--- src/rtl/nfr_pkg.sv ---
`timescale 1ns/1ps
// nfr_pkg: shared types, command codes and bus-cycle encoders for the
// page read sequencer. Assumes column and row each fit in 16 bits.
package nfr_pkg;

    localparam int ROW_W = 16;

    localparam logic [7:0] CMD_RD_SETUP  = 8'h00;
    localparam logic [7:0] CMD_RD_GO     = 8'h30;
    localparam logic [7:0] CMD_COL_SETUP = 8'h05;
    localparam logic [7:0] CMD_COL_GO    = 8'hE0;

    localparam logic [2:0] RD_LAST_STEP  = 3'd5;
    localparam logic [2:0] JMP_LAST_STEP = 3'd3;

    typedef enum logic [1:0] {
        PH_IDLE = 2'd0,
        PH_LOW  = 2'd1,
        PH_HIGH = 2'd2
    } phase_t;

    typedef enum logic [1:0] {
        ST_IDLE  = 2'd0,
        ST_ISSUE = 2'd1,
        ST_WAIT  = 2'd2,
        ST_READ  = 2'd3
    } seq_state_t;

    typedef struct packed {
        logic       cle;
        logic       ale;
        logic [7:0] val;
    } bus_word_t;

    // Bus word for step n of the full page read sequence.
    function automatic bus_word_t read_word(input logic [2:0] step,
                                            input logic [15:0] col,
                                            input logic [15:0] row);
        bus_word_t w;
        case (step)
            3'd0:    w = '{cle: 1'b1, ale: 1'b0, val: CMD_RD_SETUP};
            3'd1:    w = '{cle: 1'b0, ale: 1'b1, val: col[7:0]};
            3'd2:    w = '{cle: 1'b0, ale: 1'b1, val: col[15:8]};
            3'd3:    w = '{cle: 1'b0, ale: 1'b1, val: row[7:0]};
            3'd4:    w = '{cle: 1'b0, ale: 1'b1, val: row[15:8]};
            default: w = '{cle: 1'b1, ale: 1'b0, val: CMD_RD_GO};
        endcase
        return w;
    endfunction

    // Bus word for step n of the in-page column change sequence.
    function automatic bus_word_t jump_word(input logic [2:0] step,
                                            input logic [15:0] col);
        bus_word_t w;
        case (step)
            3'd0:    w = '{cle: 1'b1, ale: 1'b0, val: CMD_COL_SETUP};
            3'd1:    w = '{cle: 1'b0, ale: 1'b1, val: col[7:0]};
            3'd2:    w = '{cle: 1'b0, ale: 1'b1, val: col[15:8]};
            default: w = '{cle: 1'b1, ale: 1'b0, val: CMD_COL_GO};
        endcase
        return w;
    endfunction

endpackage

--- src/rtl/nfr_strobe.sv ---
`timescale 1ns/1ps
// nfr_strobe: one active-low strobe pulse per start request, LO clocks low
// then HI clocks high. sample marks the last low clock, fin the last high
// clock. Assumes LO >= 1 and HI >= 1; start is ignored unless idle.
module nfr_strobe #(
    parameter int LO = 2,
    parameter int HI = 2
) (
    input  logic clk,
    input  logic rst_n,
    input  logic start,
    output logic idle,
    output logic strobe_n,
    output logic sample,
    output logic fin
);
    import nfr_pkg::*;

    localparam int MAXW = (LO > HI) ? LO : HI;
    localparam int CW   = $clog2(MAXW + 1);

    phase_t        ph;
    logic [CW-1:0] cnt;

    // Phase sequencer: idle -> low for LO clocks -> high for HI clocks.
    always_ff @(posedge clk) begin
        if (!rst_n) begin
            ph  <= PH_IDLE;
            cnt <= '0;
        end else begin
            case (ph)
                PH_IDLE: begin
                    if (start) begin
                        ph  <= PH_LOW;
                        cnt <= CW'(LO - 1);
                    end
                end
                PH_LOW: begin
                    if (cnt == '0) begin
                        ph  <= PH_HIGH;
                        cnt <= CW'(HI - 1);
                    end else begin
                        cnt <= cnt - 1'b1;
                    end
                end
                PH_HIGH: begin
                    if (cnt == '0) begin
                        ph <= PH_IDLE;
                    end else begin
                        cnt <= cnt - 1'b1;
                    end
                end
                default: ph <= PH_IDLE;
            endcase
        end
    end

    assign idle     = (ph == PH_IDLE);
    assign strobe_n = (ph != PH_LOW);
    assign sample   = (ph == PH_LOW)  && (cnt == '0);
    assign fin      = (ph == PH_HIGH) && (cnt == '0);

endmodule

--- src/rtl/nfr_rb_watch.sv ---
`timescale 1ns/1ps
// nfr_rb_watch: synchronises the ready/busy pin and, once armed, waits
// for ready. The first GUARD clocks are ignored so the device has time to
// pull the line low. Reports expired after limit clocks without ready.
// Assumes GUARD fits in LIMIT_W bits.
module nfr_rb_watch #(
    parameter int GUARD   = 4,
    parameter int LIMIT_W = 16
) (
    input  logic               clk,
    input  logic               rst_n,
    input  logic               arm,
    input  logic [LIMIT_W-1:0] limit,
    input  logic               rb_pin,
    output logic               rb_level,
    output logic               ready,
    output logic               expired
);
    logic [1:0]         sync_q;
    logic               active;
    logic [LIMIT_W-1:0] cnt;
    logic               guard_ok;

    // Two-stage synchroniser for the asynchronous ready/busy pin.
    always_ff @(posedge clk) begin
        if (!rst_n) begin
            sync_q <= 2'b00;
        end else begin
            sync_q <= {sync_q[0], rb_pin};
        end
    end

    assign rb_level = sync_q[1];
    assign guard_ok = (cnt >= LIMIT_W'(GUARD));
    assign ready    = active && guard_ok && rb_level;
    assign expired  = active && !ready && (cnt >= limit);

    // Wait window: counts clocks from arm until ready or the limit.
    always_ff @(posedge clk) begin
        if (!rst_n) begin
            active <= 1'b0;
            cnt    <= '0;
        end else if (arm) begin
            active <= 1'b1;
            cnt    <= '0;
        end else if (active) begin
            if (ready || expired) begin
                active <= 1'b0;
            end else begin
                cnt <= cnt + 1'b1;
            end
        end
    end

endmodule

--- src/rtl/nfr_page_reader.sv ---
`timescale 1ns/1ps
// nfr_page_reader: sequences a NAND page read (setup, four address cycles,
// confirm), waits for ready with a timeout, then streams the page from a
// start column to the last column. In-page column jumps are supported.
// Assumes PAGE_BYTES <= 65536 and all strobe widths >= 1 clock.
module nfr_page_reader #(
    parameter int PAGE_BYTES = 2112,
    parameter int WE_LO      = 2,
    parameter int WE_HI      = 2,
    parameter int RE_LO      = 2,
    parameter int RE_HI      = 2,
    parameter int GUARD      = 4,
    parameter int LIMIT_W    = 16,
    localparam int COL_W     = $clog2(PAGE_BYTES)
) (
    input  logic               clk,
    input  logic               rst_n,
    input  logic               req_valid,
    input  logic [15:0]        req_row,
    input  logic [COL_W-1:0]   req_col,
    input  logic               jump_valid,
    input  logic [COL_W-1:0]   jump_col,
    input  logic [LIMIT_W-1:0] busy_limit,
    output logic               busy,
    output logic               done,
    output logic               timeout,
    output logic               out_valid,
    output logic [7:0]         out_data,
    output logic [COL_W-1:0]   out_col,
    output logic               nand_cle,
    output logic               nand_ale,
    output logic               nand_we_n,
    output logic               nand_re_n,
    output logic [7:0]         nand_io_out,
    output logic               nand_io_oe,
    input  logic [7:0]         nand_io_in,
    input  logic               nand_rb
);
    import nfr_pkg::*;

    localparam logic [COL_W-1:0] LAST_COL = COL_W'(PAGE_BYTES - 1);

    seq_state_t       state;
    logic [2:0]       step;
    logic             seq_jump;
    logic [COL_W-1:0] col_q;
    logic [ROW_W-1:0] row_q;
    logic             jmp_pend;
    logic [COL_W-1:0] jmp_col;
    logic             at_end;
    logic             out_valid_q;
    logic [7:0]       out_data_q;
    logic [COL_W-1:0] out_col_q;
    logic             done_q;
    logic             timeout_q;

    logic             we_start, we_idle, we_strobe_n, we_sample, we_fin;
    logic             re_start, re_idle, re_strobe_n, re_sample, re_fin;
    logic             arm_wait, rdy_seen, wait_expired, rb_level_w;
    logic [2:0]       last_step;
    bus_word_t        cur_word;

    // Write strobe for command and address cycles.
    nfr_strobe #(.LO(WE_LO), .HI(WE_HI)) we_gen_i (
        .clk      (clk),
        .rst_n    (rst_n),
        .start    (we_start),
        .idle     (we_idle),
        .strobe_n (we_strobe_n),
        .sample   (we_sample),
        .fin      (we_fin)
    );

    // Read strobe for data bytes.
    nfr_strobe #(.LO(RE_LO), .HI(RE_HI)) re_gen_i (
        .clk      (clk),
        .rst_n    (rst_n),
        .start    (re_start),
        .idle     (re_idle),
        .strobe_n (re_strobe_n),
        .sample   (re_sample),
        .fin      (re_fin)
    );

    // Ready/busy wait with timeout.
    nfr_rb_watch #(.GUARD(GUARD), .LIMIT_W(LIMIT_W)) rb_watch_i (
        .clk      (clk),
        .rst_n    (rst_n),
        .arm      (arm_wait),
        .limit    (busy_limit),
        .rb_pin   (nand_rb),
        .rb_level (rb_level_w),
        .ready    (rdy_seen),
        .expired  (wait_expired)
    );

    // Select the bus word of the current sequence step.
    always_comb begin
        if (seq_jump) begin
            cur_word  = jump_word(step, 16'(col_q));
            last_step = JMP_LAST_STEP;
        end else begin
            cur_word  = read_word(step, 16'(col_q), 16'(row_q));
            last_step = RD_LAST_STEP;
        end
    end

    assign we_start = (state == ST_ISSUE) && we_idle;
    assign re_start = (state == ST_READ) && re_idle;
    assign arm_wait = (state == ST_ISSUE) && we_fin && (step == last_step) && !seq_jump;

    // Main sequencer: issue, wait for ready, stream, jump.
    always_ff @(posedge clk) begin
        if (!rst_n) begin
            state       <= ST_IDLE;
            step        <= 3'd0;
            seq_jump    <= 1'b0;
            col_q       <= '0;
            row_q       <= '0;
            jmp_pend    <= 1'b0;
            jmp_col     <= '0;
            at_end      <= 1'b0;
            out_valid_q <= 1'b0;
            out_data_q  <= 8'h00;
            out_col_q   <= '0;
            done_q      <= 1'b0;
            timeout_q   <= 1'b0;
        end else begin
            out_valid_q <= 1'b0;
            done_q      <= 1'b0;
            case (state)
                ST_IDLE: begin
                    if (req_valid) begin
                        row_q     <= req_row;
                        col_q     <= req_col;
                        step      <= 3'd0;
                        seq_jump  <= 1'b0;
                        jmp_pend  <= 1'b0;
                        timeout_q <= 1'b0;
                        state     <= ST_ISSUE;
                    end
                end
                ST_ISSUE: begin
                    if (we_fin) begin
                        if (step == last_step) begin
                            step  <= 3'd0;
                            state <= seq_jump ? ST_READ : ST_WAIT;
                        end else begin
                            step <= step + 3'd1;
                        end
                    end
                end
                ST_WAIT: begin
                    if (rdy_seen) begin
                        at_end <= 1'b0;
                        state  <= ST_READ;
                    end else if (wait_expired) begin
                        timeout_q <= 1'b1;
                        state     <= ST_IDLE;
                    end
                end
                ST_READ: begin
                    if (re_sample) begin
                        out_valid_q <= 1'b1;
                        out_data_q  <= nand_io_in;
                        out_col_q   <= col_q;
                        at_end      <= (col_q >= LAST_COL);
                        if (col_q < LAST_COL) begin
                            col_q <= col_q + 1'b1;
                        end
                    end
                    if (re_fin) begin
                        if (jmp_pend) begin
                            col_q    <= jmp_col;
                            jmp_pend <= 1'b0;
                            seq_jump <= 1'b1;
                            step     <= 3'd0;
                            at_end   <= 1'b0;
                            state    <= ST_ISSUE;
                        end else if (at_end) begin
                            done_q <= 1'b1;
                            state  <= ST_IDLE;
                        end
                    end
                    if (jump_valid) begin
                        jmp_pend <= 1'b1;
                        jmp_col  <= jump_col;
                    end
                end
                default: state <= ST_IDLE;
            endcase
        end
    end

    assign busy        = (state != ST_IDLE);
    assign done        = done_q;
    assign timeout     = timeout_q;
    assign out_valid   = out_valid_q;
    assign out_data    = out_data_q;
    assign out_col     = out_col_q;
    assign nand_we_n   = we_strobe_n;
    assign nand_re_n   = re_strobe_n;
    assign nand_io_oe  = (state == ST_ISSUE);
    assign nand_cle    = (state == ST_ISSUE) && cur_word.cle;
    assign nand_ale    = (state == ST_ISSUE) && cur_word.ale;
    assign nand_io_out = (state == ST_ISSUE) ? cur_word.val : 8'h00;

endmodule

--- config.mk ---
export PLATFORM = sky130hd
export DESIGN_NAME = nfr_page_reader
export DESIGN_NICKNAME = d
export VERILOG_FILES = /design/src/rtl/nfr_pkg.sv /design/src/rtl/nfr_strobe.sv /design/src/rtl/nfr_rb_watch.sv /design/src/rtl/nfr_page_reader.sv
export SDC_FILE = /design/constraint.sdc
export NUM_CORES = 1
export LEC_CHECK = 0
export ABC_AREA = 1
export BUFFER_PORTS_ARGS = -buffer_cell sky130_fd_sc_hd__buf_4
export CAP_MARGIN = 20
export CORE_ASPECT_RATIO = 0.9
export CORE_MARGIN = 2
export CORE_UTILIZATION = 51
export CTS_BUF_LIST = sky130_fd_sc_hd__clkbuf_4 sky130_fd_sc_hd__clkbuf_8 sky130_fd_sc_hd__clkbuf_16
export DETAILED_ROUTE_END_ITERATION = 6
export PLACE_DENSITY = 0.77
export SLEW_MARGIN = 20
export SYNTH_ARGS = -nofsm -noshare
export SYNTH_HDL_FRONTEND = slang
export SYNTH_SLANG_ARGS = --single-unit
--- constraint.sdc ---
create_clock -name clk -period 1.9 [get_ports clk]
set_clock_uncertainty 0.15 [all_clocks]
set_input_delay 0.19 -clock clk [delete_from_list [all_inputs] [get_ports clk]]
set_output_delay 0.19 -clock clk [all_outputs]
set_load 0.1 [all_outputs]
==> impl_metrics.py <==
metrics = {
    "sta": {
        "final_max_slew_viol_count": 0,
        "fmax_mhz": 432,
        "slew-limit-headroom_pct": 57.2,
        "fin_crit_sh_pct": 122,
        "finalHoldViolCount": 0,
        "worst_slack_ns": -0.417,
        "worst-slew-pin-transition_ns": 0.641,
        "rsz0062_at_grt": "yes",
        "setup_viol": 34,
        "min_period_ns": 2.32,
    },
    "worst_setup_path": {
        "cp-end-kind": "output port",
        "worstSetupPathType": "reg -> out",
        "cp.required_ns": 1.56,
        "cp_max_fo": 5,
        "crit_arrival_ns": 1.98,
        "start_kind": "flip-flop",
    },
    "global_route": {
        "grt_max_degree": 34,
        "antenna_found_initial": 0,
        "met3_usage_pct": 5.36,
        "grtUsageMet1_pct": 39.0,
        "grt_pass1_vias": 5850,
        "grt-ovfl-total": 0,
        "grt_usage_pct": 28.7,
        "grt_pass1_wl_mm": 27.9,
        "grt_use_met2_pct": 46.7,
        "top_usage_layer": "met2",
    },
    "clocking": {
        "cts.sinks": 98,
        "numCtsBuffers": 9,
        "cts-htree-levels": 3,
        "cts_buffer_depth": 2,
        "clk_latency_ns": 0.35,
        "cts_root_buffer": "clkbuf_16",
        "clk_pin_slew_ns": 0.07,
        "tritoncts": "built",
    },
    "power": {
        "ir_drop_v": 0.00103,
        "total_power_uw": 8960,
        "cellLeakagePower_uw": 0.00376,
        "p_per_area_nw_per_um2": 1040,
    },
    "placement": {
        "preCtsSetupSlack_ns": -0.156,
        "port_buffers": 105,
        "place.gp.congestion": 0.936,
        "placed_area_um2": 7070,
        "post-dp-hpwl_mm": 11.7,
    },
    "run": {
        "max_cap_viol_count": 0,
    },
    "die": {
        "core-area_um2": 10800,
        "std_cell_rows": 36,
        "die_h_um": 104,
        "dieArea_um2": 11900,
        "initial_core_util_pct": 52.3,
        "io_pins": 106,
        "die_x_um": 115,
    },
    "yosys": {
        "async_reset_ff_share_pct": 0,
        "yosys_warnings": 0,
        "synth.most_common_cell": "nand2_1",
        "syn_area_per_cell_um2": 6.99,
        "ys_types": 45,
        "yosysSeqAreaShare_pct": 34.7,
        "syn-instance-count": 809,
        "synth_edf_count": 0,
        "yosys.area.top_type": "dfxtp_1",
        "syn-num-nets": 916,
        "ys.flop_type": "dfxtp_1",
        "synth_top_area_share_pct": 34.7,
        "synth_area_um2": 5650,
        "ys_top_cells_by_count": "nand2_1 (121), inv_1 (105), dfxtp_1 (98)",
        "synth_area_leaders": "dfxtp_1 (35%), ha_1 (8.4%), o21ai_0 (8.2%)",
        "ys_ff_latch": 98,
    },
    "run_status": {
        "status": "finished with violations",
        "violations": "negative setup slack",
    },
    "finish": {
        "finalInstanceArea_um2": 8650,
        "multi_input_area_um2": 3740,
        "drive_gt1_share_pct": 35.0,
        "seqCellArea_um2": 1990,
        "fill_cells": 680,
        "finalCoreUtilization_pct": 80.0,
        "area.growth.synth_to_final_pct": 52.9,
        "fin_nets": 1118,
        "antenna_cells": 0,
    },
    "route": {
        "drc_errors": 0,
        "first_pass_iters": 5,
        "viasPerCell": 5.79,
        "antenna_left": 0,
        "vias": 6648,
        "routedWlPerCell_um": 17.5,
        "drt-total-wl_mm": 20.1,
        "drt_iter0_markers": 530,
    },
    "min_path": {
        "hp-class": "in -> reg",
    },
}
per-layer routing:
metal,vias up,routed length (um)
met5,-,0
met3,106,1580
met1,3072,8090
li1,3077,-
met2,393,9410
met4,0,1040
critical path: stages (launching register included):
cell	delay [ns]
dfxtp_4	0.37
buf_4	0.15
ha_2	0.20
nand2_4	0.09
buf_6	0.13
inv_2	0.04
a221oi_2	0.28
buf_4	0.17
nor2_4	0.04
buf_12	0.16
metrics by stage:
stage | hold WS [ns] | instances | setup TNS, ns
detailed placement | 0.228 | 1080 | -1.11
global route | 0.0253 | 1149 | -8.32
CTS | 0.00269 | 1139 | -2.77
finish | 0.00899 | 1149 | -5.91
floorplan | 0.138 | 809 | -5.75
global placement | 0.226 | 1080 | -0.737
flip-flops by register name (all words and copies together), names as in the netlist, 2 cells and up:
name	count
rb_watch_i.cnt	16
row_q	16
col_q	12
jmp_col	12
out_col	12
out_data	8
step	3
rb_watch_i.sync_q	2
re_gen_i.cnt	2
re_gen_i.ph	2
state	2
we_gen_i.cnt	2
we_gen_i.ph	2
what timing repair did:
action / in CTS / in global routing
pin swaps: 25 / 36
endpoints found under the hold margin: 39 / 0
gates resized for setup: 69 / 110
cloned: 1 / 2
setup endpoints to repair: 17 / 72
hold buffers: 39 / 0
buffers inserted: 3 / 8
where the power goes:
part           internal, uW  total [uW]  leakage, uW  switching, uW
clock network          1060        1920     0.000149            863
logic                  1530        4350      0.00280           2820
registers              2380        2700     0.000806            319
worst paths after layout:
| kind | endpoint | cells past startpoint | slack, ns | start |
|---|---|---|---|---|
| worst max-delay path | nand_io_out[6] | 9 | -0.42 | step[0] |
| worst min register to register | rb_watch_i.sync_q[1] | 2 | 0.27 | rb_watch_i.sync_q[0] |
| worst max register to register | rb_watch_i.cnt[9] | 11 | -0.17 | rb_watch_i.cnt[7] |
| worst min-delay path | col_q[10] | 3 | 0.009 | req_col[10] |
final cells by class:
type,count,area share [%]
Tap cell,133,1.92
Sequential cell,98,23.0
Inverter,115,5.43
Clock buffer,10,2.69
Clock inverter,6,0.868
Timing Repair inverter,1,0.0579
Timing Repair Buffer,218,22.8
Multi-Input combinational cell,568,43.2
cells by family (layout without fill, tap and decap cells):
logic type,after synthesis,count (layout),share of synthesized area [%]
XOR/XNOR,15,15,2.32
adder cells (fa/ha/maj),38,38,8.41
AO/OA/AOI/OAI,209,209,20.5
buffers and inverters,145,350,10.5
AND/OR/NAND/NOR,304,306,23.6
flip-flops,98,98,34.7
cell usage in the layout (no fill, tap or decap), drive strengths merged, types with 2 or more instances in the layout:
master / netlist / layout
a21oi: 83 / 83
nor3: 13 / 13
xor2: 11 / 11
ha: 38 / 38
clkinv: 3 / 4
dfxtp: 98 / 98
nand2: 127 / 129
o211ai: 4 / 4
a22o: 6 / 6
dlygate4sd3: 0 / 39
a211oi: 5 / 5
a31oi: 3 / 3
nand4: 12 / 12
clkinvlp: 0 / 8
buf: 15 / 179
o22ai: 4 / 4
inv: 112 / 109
o21bai: 2 / 2
o21ai: 95 / 95
nor2: 99 / 99
xnor2: 4 / 4
clkbuf: 15 / 10
nand3: 51 / 51
Power figures use the tool's default switching activity.
